[config.mk]
export PLATFORM = sky130hd
export DESIGN_NAME = pmu_secure_regbank
export DESIGN_NICKNAME = d
export VERILOG_FILES = /design/src/rtl/pmu_regbank_pkg.sv /design/src/rtl/pmu_alias_decode.sv /design/src/rtl/pmu_access_policy.sv /design/src/rtl/pmu_reg_array.sv /design/src/rtl/pmu_secure_regbank.sv
export SDC_FILE = /design/constraint.sdc
export NUM_CORES = 2
export LEC_CHECK = 0
export ABC_AREA = 1
export BUFFER_PORTS_ARGS = -buffer_cell sky130_fd_sc_hd__buf_2
export CORE_MARGIN = 2
export CORE_UTILIZATION = 64
export DETAILED_ROUTE_END_ITERATION = 10
export PLACE_DENSITY = 0.84
export SYNTH_ARGS = -nofsm -noshare
export SYNTH_HDL_FRONTEND = slang
export SYNTH_SLANG_ARGS = --single-unit
[constraint.sdc]
create_clock -name clk_i -period 1.2 [get_ports clk_i]
set_input_delay 0.12 -clock clk_i [delete_from_list [all_inputs] [get_ports clk_i]]
set_output_delay 0.12 -clock clk_i [all_outputs]
set_load 0.03 [all_outputs]
[src/rtl/pmu_regbank_pkg.sv]
package pmu_regbank_pkg;
  localparam int ADDR_W = 16;
  localparam int DATA_W = 32;
  localparam int OFS_W  = 12;  // word index field addr[13:2]

  typedef enum logic [1:0] {
    WIN_PLAIN = 2'b00,
    WIN_RSVD  = 2'b01,
    WIN_CLR   = 2'b10,
    WIN_SET   = 2'b11
  } win_e;
endpackage

[src/rtl/pmu_alias_decode.sv]
module pmu_alias_decode
  import pmu_regbank_pkg::*;
#(
  parameter int NUM_REGS = 16,
  localparam int IDX_W = $clog2(NUM_REGS)
) (
  input  logic [ADDR_W-1:0] addr_i,
  input  logic [DATA_W-1:0] wdata_i,
  output win_e              win_o,
  output logic [IDX_W-1:0]  idx_o,
  output logic              target_ok_o,
  output logic              bit_ok_o,
  output logic [4:0]        bit_sel_o
);
  logic [OFS_W-1:0] ofs;

  assign ofs         = addr_i[13:2];
  assign win_o       = win_e'(addr_i[15:14]);
  assign idx_o       = ofs[IDX_W-1:0];
  assign target_ok_o = (ofs < OFS_W'(NUM_REGS)) && (addr_i[1:0] == 2'b00)
                       && (win_o != WIN_RSVD);
  assign bit_ok_o    = (wdata_i[DATA_W-1:5] == '0);
  assign bit_sel_o   = wdata_i[4:0];
endmodule

[src/rtl/pmu_access_policy.sv]
module pmu_access_policy
  import pmu_regbank_pkg::*;
#(
  parameter int NUM_REGS = 16,
  parameter logic [NUM_REGS-1:0] NOALIAS_MASK = NUM_REGS'(3),
  localparam int IDX_W = $clog2(NUM_REGS)
) (
  input  logic             wr_i,
  input  logic             rd_i,
  input  logic             secure_i,
  input  win_e             win_i,
  input  logic [IDX_W-1:0] idx_i,
  input  logic             target_ok_i,
  input  logic             bit_ok_i,
  output logic             we_o,
  output logic             rd_en_o,
  output logic             err_o
);
  logic is_alias, alias_bad, wr_bad;

  assign is_alias  = (win_i == WIN_SET) || (win_i == WIN_CLR);
  assign alias_bad = is_alias && target_ok_i && (NOALIAS_MASK[idx_i] || !bit_ok_i);
  assign wr_bad    = !secure_i || !target_ok_i || alias_bad;

  always_comb begin
    we_o    = 1'b0;
    rd_en_o = 1'b0;
    err_o   = 1'b0;
    if (wr_i) begin              // write wins over a simultaneous read
      we_o  = !wr_bad;
      err_o = wr_bad;
    end else if (rd_i) begin
      rd_en_o = target_ok_i;
      err_o   = !target_ok_i;
    end
  end
endmodule

[src/rtl/pmu_reg_array.sv]
module pmu_reg_array
  import pmu_regbank_pkg::*;
#(
  parameter int NUM_REGS = 16,
  localparam int IDX_W = $clog2(NUM_REGS)
) (
  input  logic                       clk_i,
  input  logic                       rst_ni,
  input  logic                       we_i,
  input  win_e                       win_i,
  input  logic [IDX_W-1:0]           idx_i,
  input  logic [4:0]                 bit_sel_i,
  input  logic [DATA_W-1:0]          wdata_i,
  output logic [DATA_W-1:0]          rd_word_o,
  output logic [NUM_REGS*DATA_W-1:0] q_flat_o
);
  logic [DATA_W-1:0] q [NUM_REGS];
  logic [DATA_W-1:0] bit_mask;

  assign bit_mask = DATA_W'(1) << bit_sel_i;

  for (genvar g = 0; g < NUM_REGS; g++) begin : g_word
    logic hit;
    assign hit = we_i && (idx_i == IDX_W'(g));
    always_ff @(posedge clk_i or negedge rst_ni) begin
      if (!rst_ni) begin
        q[g] <= '0;
      end else if (hit) begin
        unique case (win_i)
          WIN_SET: q[g] <= q[g] | bit_mask;
          WIN_CLR: q[g] <= q[g] & ~bit_mask;
          default: q[g] <= wdata_i;
        endcase
      end
    end
    assign q_flat_o[g*DATA_W +: DATA_W] = q[g];
  end

  assign rd_word_o = q[idx_i];

  a_r2_hold_when_idle: assert property (@(posedge clk_i) disable iff (!rst_ni)
    !we_i |=> $stable(q_flat_o));
endmodule

[src/rtl/pmu_secure_regbank.sv]
module pmu_secure_regbank
  import pmu_regbank_pkg::*;
#(
  parameter int NUM_REGS = 16,
  parameter logic [NUM_REGS-1:0] NOALIAS_MASK = NUM_REGS'(3),
  localparam int IDX_W = $clog2(NUM_REGS)
) (
  input  logic              clk_i,
  input  logic              rst_ni,
  input  logic [15:0]       addr_i,
  input  logic [31:0]       wdata_i,
  input  logic              wr_i,
  input  logic              rd_i,
  input  logic              secure_i,
  output logic [31:0]       rdata_o,
  output logic              err_o
);
  win_e                       win;
  logic [IDX_W-1:0]           idx;
  logic [4:0]                 bit_sel;
  logic                       target_ok, bit_ok, we, rd_en, err_d;
  logic [DATA_W-1:0]          rd_word;
  logic [NUM_REGS*DATA_W-1:0] q_flat;

  pmu_alias_decode #(.NUM_REGS(NUM_REGS)) u_dec (
    .addr_i(addr_i), .wdata_i(wdata_i), .win_o(win), .idx_o(idx),
    .target_ok_o(target_ok), .bit_ok_o(bit_ok), .bit_sel_o(bit_sel)
  );

  pmu_access_policy #(.NUM_REGS(NUM_REGS), .NOALIAS_MASK(NOALIAS_MASK)) u_pol (
    .wr_i(wr_i), .rd_i(rd_i), .secure_i(secure_i), .win_i(win), .idx_i(idx),
    .target_ok_i(target_ok), .bit_ok_i(bit_ok),
    .we_o(we), .rd_en_o(rd_en), .err_o(err_d)
  );

  pmu_reg_array #(.NUM_REGS(NUM_REGS)) u_regs (
    .clk_i(clk_i), .rst_ni(rst_ni), .we_i(we), .win_i(win), .idx_i(idx),
    .bit_sel_i(bit_sel), .wdata_i(wdata_i), .rd_word_o(rd_word), .q_flat_o(q_flat)
  );

  always_ff @(posedge clk_i or negedge rst_ni) begin
    if (!rst_ni) begin
      rdata_o <= '0;
      err_o   <= 1'b0;
    end else begin
      err_o <= err_d;
      if (rd_i && !wr_i) rdata_o <= rd_en ? rd_word : '0;
    end
  end

  a_r5_nonsecure_refused: assert property (@(posedge clk_i) disable iff (!rst_ni)
    wr_i && !secure_i |=> err_o && $stable(q_flat));

  a_r3_alias_one_bit: assert property (@(posedge clk_i) disable iff (!rst_ni)
    wr_i && addr_i[15] |=> $countones(q_flat ^ $past(q_flat)) <= 1);
  a_r6_bad_index: assert property (@(posedge clk_i) disable iff (!rst_ni)
    wr_i && addr_i[15] && (wdata_i[31:5] != '0) |=> err_o && $stable(q_flat));
  a_r7_noalias_refused: assert property (@(posedge clk_i) disable iff (!rst_ni)
    wr_i && addr_i[15] && (addr_i[13:2] < 12'(NUM_REGS)) && NOALIAS_MASK[idx]
    |=> err_o && $stable(q_flat));
  a_r10_idle_quiet: assert property (@(posedge clk_i) disable iff (!rst_ni)
    !wr_i && !rd_i |=> !err_o);
endmodule

==> results_dict.tcl, run 1 <==
set metrics [dict create \
    syn_area_per_cell_um2 6.27 \
    globalroute.repair_timing.worst_endpoint "u_regs.q_flat_o[338]$_DFFE_PN0P_/D" \
    yosys.cell_types.count 30 \
    num_rows 86 \
    place.detailed.hpwl_um 76300 \
    cts_htree_levels 2 \
    gp_congestion 0.944 \
    worstEpCategory "register input" \
    die_x_um 240 \
    port-buffer-count 85 \
    gr-usage-all-layers_pct 88.4 \
    synth_fp_nets 5716 \
    grt_start_max_net_pins 55 \
    clock_tree.root_cell "clkbuf_16" \
    run_status "stopped before the end" \
    post_synthesis_sequential_element_count 545 \
    error_message "[ERROR GRT-0232] Routing congestion too high. Check the congestion heatmap in the GUI." \
    haltStage "global routing (5_1_grt)" \
    placed_cell_area_mm2 0.0404 \
    ys_warn_count 0 \
    portion_of_the_post_synthesis_area_used_by_sequential_elements_pct 38.4 \
    dpl.cell_count 6560 \
    grt_antenna_before_repair 30 \
    chipHeight_um 240 \
    cts-buffers-inserted 60 \
    cts.sinks 545 \
    syn_area_mm2 0.0355 \
    ios 86 \
    overflow 445 \
    initial_utilization_pct 64.6 \
    synthCells 5663 \
    cts_buffer_depth 3 \
]
==> cell families after synthesis <==
family	count (synthesis)	share of synthesized area [%]
and+or+nand+nor	2759	31.1
DFF	545	38.4
AOI/OAI and AO/OA	966	15.4
buffers and inverters	1393	15.2
==> stage by stage <==
step                      setup WS (ns)  hold slack, ns
after floorplan                  -0.321          -0.176
after global placement           -0.749         -0.0387
after detailed placement         -0.786         -0.0389
after CTS                        -0.186          0.0167
==> timing repair <==
action	4_1_cts
gates cloned	23
buffers inserted	35
endpoints found under the setup margin	547
hold endpoints to repair	546
pin swaps	30
gates resized for setup	306
hold buffers	4
==> synth_stat cells (all sizes together) <==
library cell  number  area (µm²)
and2               1        6.26
buf              138         673
o21ai            567        2840
nor3              16         100
clkinv             1        3.75
a22oi            182        1370
o2111ai           29         254
dfrtp            545       13600
inv             1048        3930
a21oi            164         821
nand3            137         686
a21boi            24         180
nand4             49         571
nand2           1496        5620
nor2            1060        4060
clkbuf           206         776
==> metal layers <==
metal,global-route usage [%],GRT overflow
met1,86.6,42
met2,96.0,195
met3,83.8,54
met4,87.1,138
met5,75.1,16
==> inputs of run 2 (changes only) <==
Settings changed: CORE_UTILIZATION 64 to 40, PLACE_DENSITY 0.84 to not set, PLACE_DENSITY_LB_ADDON set to 0.15.
==> run 2 against run 1 <==
The flow now finishes, with violations (setup timing). Area after synthesis unchanged. Synthesized cell count unchanged.
==> results_dict.tcl, run 2 <==
set metrics [dict create \
    routed_wire_length_per_instance_um 20.4 \
    ys.flop_type "dfrtp_1" \
    biggest_fanout_along_the_worst_timing_path 2 \
    synth_compound_gate_area_share_pct 15.4 \
    num_vias 37500 \
    combinational_family_with_the_most_area_after_synthesis "simple AND/OR/NAND/NOR gates" \
    synthCells 5663 \
    worst_slack_ns -0.192 \
    post_synth_and_or_nand_nor_area_fraction_pct 31.1 \
    worst-slew-pin-transition_ns 0.513 \
    timing.max_cap.violations 0 \
    reg2reg_from "u_regs.q_flat_o[9]$_DFFE_PN0P_" \
    vias_per_cell 5.23 \
    ys_top_cells_by_count "nand2_1, inv_1, nor2_1, o21ai_0, dfrtp_1" \
    overflow 0 \
    path_cells "buf_6" \
    crit_buf_inv 1 \
    hold_path_startpoint "wdata_i[28]" \
    critPathKind "reg2out" \
    yosys.cell_types.count 30 \
    first_iter_violations 4165 \
    drt.antenna.violating_nets 0 \
    chipHeight_um 302 \
    post_synthesis_sequential_element_count 545 \
    fin_area_mm2 0.0466 \
    syn_area_per_cell_um2 6.27 \
    floorplan.core_area_mm2 0.0882 \
    num_rows 109 \
    timing.rr.end "rdata_o[9]$_DFFE_PN0P_" \
    syn_area_mm2 0.0355 \
    synthesis_to_layout_area_growth_pct 31.3 \
    synth.most_common_cell "nand2_1" \
    design.die.area_mm2 0.0912 \
    worst_hold_path_type "in2reg" \
    end_of_the_worst_hold_path "u_regs.q_flat_o[316]$_DFFE_PN0P_" \
    path_delay_family "flip-flops" \
    commonest_non_fill_non_tap_cells_in_the_layout "nand2_1, inv_1, nor2_1" \
    slew_headroom_pct 65.7 \
    unrepaired_setup_endpoints_after_global_routing "yes" \
    cts_tree "built" \
    cts.clk_slew.worst_paths_ns 0.06 \
    total_length_of_routed_wires_um 146000 \
    finalSetupViolCount 362 \
    final_layout_size_suffix_gt1_share_pct 18.5 \
    reg2regPathDepth 6 \
    cts-buffers-inserted 69 \
    period_minus_slack_ns 1.39 \
    largest_register_ffs 512 \
    proportion_of_synthesized_flip_flops_having_asynchronous_set_or_reset_pct 100 \
    final-max-slew-violation-count 0 \
    grt_start_max_net_pins 76 \
    power-per-cell-area_mw_per_mm2 955 \
    whs_path_depth 6 \
    synth_enable_flop_cells 0 \
    grt_pass1_wl_um 212000 \
    crit_path_start_kind "flop" \
    netlist_top_cells_area "dfrtp_1, nand2_1, inv_1" \
    layout_commonest_cell "nand2_1" \
    grt_antenna_before_repair 5 \
    reg2reg_setup_slack_ns -0.03 \
    crit_path_top_delay_cell "dfrtp_2" \
    synthMuxAreaShare_pct 0 \
    run_status "complete, but fails checks" \
    first_global_vias 34100 \
    critPathCaptureType "primary output" \
    gr-usage-all-layers_pct 30.4 \
    post-route-period-util_pct 116 \
    place.detailed.hpwl_um 82500 \
    cts.sinks 545 \
    final_hold_viol_count 0 \
    synth_fp_nets 5716 \
    port-buffer-count 85 \
    gp_congestion 0.835 \
    clock_latency_at_the_later_pin_of_the_worst_skew_pair_ns 0.64 \
    violations "setup timing" \
    placed_cell_area_mm2 0.0409 \
    timing_limited_maximum_frequency_mhz 718 \
    peak_supply_drop_v 0.000889 \
    portion_of_the_post_synthesis_area_used_by_sequential_elements_pct 38.4 \
    synth_adder_area_share_pct 0 \
    detail_route.drc_violations 0 \
    final_util_pct 52.9 \
    worst_path_largest_cell_delay_ns 0.47 \
    drtPass1Iterations 6 \
    worst_ep_arrival_time_ns 1.27 \
    cp_data_required_time_ns 1.08 \
    ys_warn_count 0 \
    cts_buffer_depth 3 \
    die_x_um 302 \
    synth_top_cell_by_area "dfrtp_1" \
    clock_tree.root_cell "clkbuf_16" \
    cellLeakagePower_nw 26.6 \
    cts_htree_levels 3 \
    initial_utilization_pct 40.3 \
    timing.clock.skew_ns 0.0270 \
    num-nets-final 6011 \
    synthXorXnorAreaFrac_pct 0 \
    ios 86 \
    synth_top_cell_area_share_pct 38.4 \
]
[run 2: cell counts after synthesis]
Identical to the previous run, type by type.
[run 2: how the worst max path moves through the flow]
stage,slack [ns],from,endpoint,cells after the start
after floorplan,-0.32,addr_i[13],u_regs.q_flat_o[364]$_DFFE_PN0P_,10
after global placement,-1.03,wdata_i[26],u_regs.q_flat_o[220]$_DFFE_PN0P_,14
after detailed placement,-1.03,wdata_i[25],u_regs.q_flat_o[218]$_DFFE_PN0P_,14
after CTS,-0.22,rdata_o[27]$_DFFE_PN0P_,rdata_o[27],1
after global routing,-0.22,wdata_i[10],u_regs.q_flat_o[30]$_DFFE_PN0P_,18
final,-0.19,rdata_o[0]$_DFFE_PN0P_,rdata_o[0],1
[run 2: through the flow]
step | instances | hold WS, ns | worst slack, ns | setup TNS, ns | power, mW
floorplan | 5663 | -0.176 | -0.321 | -160.48 | 20.9
global placement | 6956 | -0.0375 | -1.03 | -472.54 | 23.6
detailed placement | 6956 | -0.0358 | -1.03 | -470.39 | 23.6
CTS | 7140 | 0.0186 | -0.224 | -19.43 | 44.7
global route | 7172 | 0.0575 | -0.219 | -47.58 | 45.9
finish | 7172 | 0.0456 | -0.192 | -29.47 | 44.5
[run 2: kinds of logic after synthesis]
| group | Yosys count |
|---|---|
| simple gates | 2759 |
| buf+inv | 1393 |
| compound gates | 966 |
| flops | 545 |
[run 2: power breakdown]
part / total (mW) / switching [mW] / internal [mW]
clock: 21.0 / 8.73 / 12.2
sequential: 18.4 / 0.00338 / 18.4
combinational: 5.19 / 3.36 / 1.83
[run 2: cell type report]
cell class	count	area, µm²
flip-flops and latches	545	13600
clock inverters	11	110
fillers	8461	41600
multi-input cells	3725	18100
well taps	1165	1460
clock buffers	108	2110
diodes	1	2.50
inverters	1049	3970
repair buffers	568	7220
[run 2: worst reg2reg max path: cells and delay by family (launching register included)]
| kind | cells | cell delay [ns] |
|---|---|---|
| AND/OR/NAND/NOR | 3 | 0.29 |
| flip-flops | 1 | 0.32 |
| buffers and inverters | 1 | 0.06 |
| AO/OA/AOI/OAI | 2 | 0.45 |
[run 2: repair_timing]
action / 4_1_cts / 5_1_grt
gates cloned: 26 / 26
setup endpoints to repair: 545 / 520
hold endpoints to repair: 546 / 0
resized for setup: 289 / 383
hold buffers: 4 / 0
pin swaps: 11 / 79
setup buffers: 35 / 19
[run 2: routing by layer]
layer	global-route usage, %	up-vias	routed length (µm)
li1	-	17800	-
met2	47.9	1569	65500
met5	0	-	13
met4	8.78	2	5040
met1	43.5	17900	63200
met3	4.10	272	12600
Note: power is estimated with default switching activity, not from simulation.
